**src/rtl/rom_selfdiag.sv**
```systemverilog
module rom_selfdiag #(
  parameter int N = 64,
  parameter int B = 8,
  parameter logic [B:0] POLY = 9'h11D,
  parameter int AW = $clog2(N + 2)
) (
  input  logic          clk,
  input  logic          rst_n,
  input  logic          start,
  input  logic [AW-1:0] rd_addr,
  output logic [B-1:0]  rd_data,
  output logic [AW-1:0] mem_addr,
  input  logic [B-1:0]  mem_data,
  output logic          busy,
  output logic          done,
  output logic          fault_found,
  output logic          uncorrectable,
  output logic [AW-1:0] fault_addr
);

  localparam logic [AW-1:0] LAST = AW'(N - 1);
  localparam logic [AW-1:0] RED0 = AW'(N);
  localparam logic [AW-1:0] RED1 = AW'(N + 1);

  typedef enum logic [2:0] {IDLE, SCAN, CHK1, CHK2, EVAL, SRCH, FIN} st_t;
  st_t st;

  logic [AW-1:0] cnt;
  logic [B-1:0]  acc1, acc2, w, s1, s2, p, epat;

  function automatic logic [B-1:0] xtime(input logic [B-1:0] v);
    return {v[B-2:0], 1'b0} ^ (v[B-1] ? POLY[B-1:0] : '0);
  endfunction

  function automatic logic [B-1:0] gmul(input logic [B-1:0] a, input logic [B-1:0] b);
    logic [B-1:0] r;
    r = '0;
    for (int i = B - 1; i >= 0; i--)
      r = xtime(r) ^ (b[i] ? a : '0);
    return r;
  endfunction

  always_comb begin
    case (st)
      SCAN:    mem_addr = cnt;
      CHK1:    mem_addr = RED0;
      CHK2:    mem_addr = RED1;
      default: mem_addr = rd_addr;
    endcase
  end

  wire hit = (st == IDLE) && fault_found && (rd_addr == fault_addr);
  assign rd_data = mem_data ^ (hit ? epat : '0);
  assign busy    = (st != IDLE);
  assign done    = (st == FIN);

  always_ff @(posedge clk or negedge rst_n) begin
    if (!rst_n) begin
      st <= IDLE;
      cnt <= '0;
      acc1 <= '0;
      acc2 <= '0;
      w <= '0;
      s1 <= '0;
      s2 <= '0;
      p <= '0;
      epat <= '0;
      fault_found <= 1'b0;
      uncorrectable <= 1'b0;
      fault_addr <= '0;
    end else begin
      case (st)
        IDLE: if (start) begin
          st <= SCAN;
          cnt <= '0;
          acc1 <= '0;
          acc2 <= '0;
          w <= B'(1);
          epat <= '0;
          fault_found <= 1'b0;
          uncorrectable <= 1'b0;
          fault_addr <= '0;
        end
        SCAN: begin
          acc1 <= acc1 ^ mem_data;
          acc2 <= acc2 ^ gmul(mem_data, w);
          w <= xtime(w);
          if (cnt == LAST) st <= CHK1;
          else cnt <= cnt + 1'b1;
        end
        CHK1: begin
          s1 <= acc1 ^ mem_data;
          st <= CHK2;
        end
        CHK2: begin
          s2 <= acc2 ^ mem_data;
          st <= EVAL;
        end
        EVAL: begin
          if (s1 == '0 && s2 == '0) st <= FIN;
          else if (s1 == '0 || s2 == '0) begin
            uncorrectable <= 1'b1;
            st <= FIN;
          end else begin
            p <= s1;
            cnt <= '0;
            st <= SRCH;
          end
        end
        SRCH: begin
          if (p == s2) begin
            fault_found <= 1'b1;
            fault_addr <= cnt;
            epat <= s1;
            st <= FIN;
          end else if (cnt == LAST) begin
            uncorrectable <= 1'b1;
            st <= FIN;
          end else begin
            p <= xtime(p);
            cnt <= cnt + 1'b1;
          end
        end
        default: st <= IDLE;
      endcase
    end
  end

endmodule


```
**config.mk**
```make
export PLATFORM = sky130hd
export DESIGN_NAME = rom_selfdiag
export DESIGN_NICKNAME = d
export VERILOG_FILES = /design/src/rtl/rom_selfdiag.sv
export SDC_FILE = /design/constraint.sdc
export NUM_CORES = 1
export LEC_CHECK = 0
export CAP_MARGIN = 20
export CORE_MARGIN = 2
export CORE_UTILIZATION = 35
export CTS_CLUSTER_DIAMETER = 120
export DETAILED_ROUTE_END_ITERATION = 16
export SLEW_MARGIN = 5
export SYNTH_ARGS = -nofsm -noshare
export SYNTH_HDL_FRONTEND = slang
export SYNTH_SLANG_ARGS = --single-unit
export TNS_END_PERCENT = 20
```
**constraint.sdc**
```tcl
create_clock -name clk -period 2.1 [get_ports clk]
set_input_delay 0.42 -clock clk [delete_from_list [all_inputs] [get_ports clk]]
set_output_delay 0.42 -clock clk [all_outputs]
set_load 0.02 [all_outputs]
```
## After elaboration in Yosys (flattened, before gate mapping)

Index checks and enable logic that the tools add are counted.

- Add/sub/neg operators: 1
- Eq/ne operators: 19
- Muxes and demuxes: 54
- Bitwise operators: 20
- Reductions and logical operators: 19

Operators by type and width:

| kind | number |
|---|---|
| 8-bit 2-to-1 mux | 16 |
| 8-bit XOR | 11 |
| 8-bit one-hot mux with 2 select lines | 5 |
| 8-bit by 5-bit XOR with 8-bit output | 9 |
| 5-bit 2-to-1 mux | 9 |
| 7-bit 2-to-1 mux | 6 |
| 7-bit one-hot mux with 4 select lines | 1 |
| 7-bit one-hot mux with 3 select lines | 1 |
| 2-bit != test, second input constant | 9 |
| 3-bit one-hot mux with 6 select lines | 1 |
| 8-bit logical NOT | 2 |
| 7-bit one-hot mux with 2 select lines | 1 |
| 3-bit 2-to-1 mux | 4 |
| 5-bit AND reduction | 2 |
| 3-bit equality test, second input constant | 3 |
| 8-bit equality test | 1 |
| 7-bit by 1-bit adder with 7-bit output, second input constant | 1 |
| 7-bit by 6-bit equality test with 1-bit output, second input constant | 1 |
| 7-bit equality test | 1 |
| 3-bit by 2-bit equality test with 1-bit output, second input constant | 2 |
| 1-bit 2-to-1 mux | 6 |
| 3-bit AND reduction | 2 |
| 6-bit AND reduction | 1 |
| 2-bit nonzero test | 3 |
| other kinds (11) | 15 |

- Flip-flop bits (word level): 75
- Input port bits: 18
- Output and inout port bits: 26

## Logic depth before layout (Yosys ltp)

- Depth in word-level cells: 24
- Gate-level depth with buffers: 9

## Worst setup path after synthesis

No wires, ideal clock.

- Path kind: reg-to-output
- From: reg st[2]
- To: out rd_data[0]
- Data arrival time: 2.217 ns
- Slack: -0.537 ns
- Stages on the path, launching flop included: 5
- Buffers on the path: 0
- Cell sequence: dfrtp_1 -> or3_1 -> nor4_1 -> nand2_1 -> xnor2_1

- Word-level cells in the longest chain between the ends: 5

RTL lines:

| item | RTL line | source |
|---|---|---|
| from (decl) | 26 | `st_t st;` |
| from (signal assigned) | 59 | `st <= IDLE;` |
| from (signal assigned) | 74 | `st <= SCAN;` |
| from (signal assigned) | 88 | `if (cnt == LAST) st <= CHK1;` |
| 3-bit logical NOT | 52 | `wire hit = (st == IDLE) && fault_found && (rd_addr == fault_addr);` |
| 1-bit logical AND (2 in a row) | 52 |  |
| 8-bit 2-to-1 mux | 53 | `assign rd_data = mem_data ^ (hit ? epat : '0);` |
| 8-bit XOR | 53 |  |
| to (decl) | 11 | `output logic [B-1:0] rd_data,` |

No other way between the ends.

## Worst setup path after layout

- From: reg st[2]
- To: out rd_data[2]

Same word-level chain as after synthesis.

==> impl_metrics.csv <==
group,metric,value,unit
worst_setup_path,r2r_setup_slack,-0.20,ns
global_routing,use_met1,24.56,%
sta,hold-worst-slack,0.4745,ns
cts,cts_buffers,9,
cts,cts_root_buf,"clkbuf_16",
cts,path_clk_slew,0.06,ns
synthesis,netlist_area,4957,um^2
worst_setup_path,r2r_end,"acc2[4]$_DFFE_PN0P_",
sta,maxSlewViolCount,0,
floorplan,row_count,43,
floorplan,core,13880,um^2
placed_design,io_buffers,43,
sta,setup_slack,-0.2751,ns
finish,nets,682,
routing,drc,0,
floorplan,start_util,35.71,%
global_routing,first_global_vias,4238,
worst_setup_path,cp_slowest_cell,"or3_4",
worst_setup_path,worstPathArrival,1.96,ns
sta,finClkSkew,0.01182,ns
synthesis,yosys-top-cells-area,"dfrtp_1, xnor2_1, nand2_1",
synthesis,ys_types,52,
synthesis,synth_cells,552,
sta,grt_setup_unrepaired,"true",
worst_setup_path,endpoint_kind,"primary output",
cts,htree_levels,3,
routing,firstDrtPassIters,4,
worst_setup_path,cp_cell_sequence,"or3_4 > nor4_4 > buf_6 > nand2_2 > xnor2_2 > buf_4",
finish,area_growth_syn_to_layout,34.43,%
power_and_ir_drop,vdd_drop_max,2042,uV
synthesis,ys_warn_count,0,
synthesis,synth-edff-count,0,
placed_design,gp_congestion,0.8676,
sta,min_period_over_period,113.1,%
global_routing,busiest_layer,"met2",
floorplan,io_pins,44,
floorplan,die_w,123.0,um
run_status,violations,"setup timing",
worst_setup_path,worst_setup_path_start_kind,"flop",
global_routing,grt_max_degree,64,
synthesis,syn_avg_cell_area,8.981,um^2
sta,final_hold_viol_count,0,
cts,clock-sinks,75,
global_routing,antenna_found_initial,0,
sta,timing.fmax,421.0,MHz
sta,relSlewSlack,55.26,%
sta,tightest_slew,0.6712,ns
sta,setup_viol,14,
power_and_ir_drop,power_per_cell_area,1639,nW/um^2
power_and_ir_drop,cellLeakagePower,0.003061,uW
synthesis,synth_fp_nets,571,
synthesis,synth_ff_type,"dfrtp_1",
worst_setup_path,slowest_delay,0.42,ns
sta,layout_min_cycle_time,2.375,ns
finish,drive_gt1_share,26.95,%
run_status,status,"complete, but fails checks",
worst_setup_path,worstPathRequired,1.68,ns
placed_design,dpl_worst_slack,-0.8160,ns
routing,wl,13510,um
worst_setup_path,path_class,"reg2out",
global_routing,overflow,0,
min_path,hold_class,"in2async",
synthesis,synth_top_area_share,37.86,%
cts,cts_tree,"done",
worst_setup_path,crit_family,"simple AND/OR/NAND/NOR gates",
synthesis,synth-seq-area-share,37.86,%
finish,regArea,1881,um^2
finish,antenna_cells,0,
synthesis,synthTopCellsByCount,"nand2_1, xnor2_1, dfrtp_1, o21ai_0, nor2_1",
flow_run,cap_violations,0,
synthesis,post-synth-top-count-cell,"nand2_1",
finish,post-route-util,48.01,%
global_routing,grt_pass1_wl,22090,um
worst_setup_path,crit_fanout,8,
routing,drtIter0Drc,254,
cts,insertion_delay,0.34,ns
synthesis,synthArstFlopShare,100.0,%
cts,clockBufferDepth,2,
placed_design,dpl.hpwl,9954,um
worst_setup_path,reg2reg_from,"w[4]$_DFFE_PN0P_",
worst_setup_path,path_buf_inv,2,
global_routing,use_met2,32.11,%
floorplan,die_h,123.0,um
finish,fin_cells,848,
worst_setup_path,worst-r2r-cell-count,7,
floorplan,design.die.area,15130,um^2
finish,multi_input_area,3097,um^2
routing,vias,4221,
routing,ant_nets,0,
global_routing,grt.met3_usage,3.506,%
global_routing,gr-usage-all-layers,18.85,%
synthesis,postSynthRegisterBits,75,
routing,vias_per_cell,4.978,
finish,fill_cells,1319,
worst_setup_path,worstSetupPathDepth,6,
synthesis,yosys.area.top_type,"dfrtp_1",
placed_design,dp.cells,830,
sta,tns,-2.816,ns
routing,avgRoutedWirePerCell,15.93,um
==> power by group <==
group          switching [uW]  total [uW]  internal, uW
sequential                505        2480          1980
combinational            3330        6960          3630
clock                     665        1480           819
==> metal layers <==
layer / vias to the layer above / wire [um]
met5: - / 0
met1: 2046 / 5971
met3: 8 / 554
met4: 0 / 92
li1: 2078 / -
met2: 89 / 6890
==> placed cells by master (no fill, tap or decap), types with 6 or more instances in the layout <==
cell / netlist / layout
dlygate4sd2_1: 0 / 7
nand3_1: 12 / 12
o21ai_0: 52 / 46
nor2_1: 34 / 34
a21oi_1: 22 / 19
mux2i_1: 6 / 6
buf_4: 4 / 96
o21ai_1: 0 / 6
clkbuf_16: 0 / 9
dfrtp_1: 75 / 72
xnor2_2: 0 / 17
dlymetal6s2s_1: 0 / 8
nor2b_1: 10 / 9
xnor2_1: 80 / 63
buf_6: 2 / 6
a22o_1: 15 / 15
xor2_1: 17 / 15
nand2_2: 1 / 10
xnor3_1: 8 / 8
clkdlybuf4s50_1: 0 / 11
nand2_1: 116 / 107
==> worst reg2reg max path, cell delays in order (launching register included) <==
cell and delay (ns):
dfrtp_1 0.46, nand2_1 0.13, xnor3_1 0.37, xnor3_1 0.38, xnor3_1 0.21, xnor3_1 0.39, o211ai_2 0.15, o31ai_1 0.08
==> worst max path at each step <==
stage	start	endpoint
after global routing	st[0]$_DFFE_PN0P_	rd_data[1]
final	st[2]$_DFFE_PN0P_	rd_data[2]
after detailed placement	rd_addr[5]	rd_data[2]
after CTS	st[2]$_DFFE_PN0P_	rd_data[1]
after floorplan	mem_data[6]	acc2[4]$_DFFE_PN0P_
after global placement	rd_addr[5]	rd_data[1]
==> state kept, by name, summed over array words and instances (netlist names), 8 cells and up <==
| register | flops |
|---|---|
| acc1 | 8 |
| acc2 | 8 |
| epat | 8 |
| p | 8 |
| s1 | 8 |
| s2 | 8 |
| w | 8 |
==> cells by family (layout without fill, tap and decap cells) <==
| logic type | Yosys count | count (layout) | synth area share (%) |
|---|---|---|---|
| mux | 7 | 7 | 1.439 |
| simple gates | 202 | 202 | 18.02 |
| xor+xnor | 111 | 111 | 23.88 |
| buf+inv | 42 | 158 | 4.291 |
| compound gates | 114 | 114 | 14.26 |
| flops | 75 | 75 | 37.86 |
| fa+ha+maj | 1 | 1 | 0.2524 |
==> per-stage QoR <==
stage / cell area (um^2) / total power (uW)
6_report: 6664 / 10920
5_1_grt: 6664 / 11750
4_1_cts: 6526 / 10840
3_5_place_dp: 6232 / 9317
3_3_place_gp: 6232 / 9136
2_1_floorplan: 5060 / 7252
==> layout make-up <==
cell class | instances | area share [%]
Inverter | 5 | 0.2816
Multi-Input combinational cell | 435 | 46.47
Tap cell | 180 | 3.380
Sequential cell | 75 | 28.22
Timing Repair Buffer | 137 | 17.41
Clock inverter | 7 | 0.8637
Clock buffer | 9 | 3.380
==> timing repair <==
action,4_1_cts,5_1_grt
pin swaps,3,10
gates resized for setup,84,52
buffers inserted,0,1
endpoints found under the setup margin,25,35
endpoints found under the hold margin,12,0
hold buffers,1,0
Note: power is estimated with default switching activity, not from simulation.
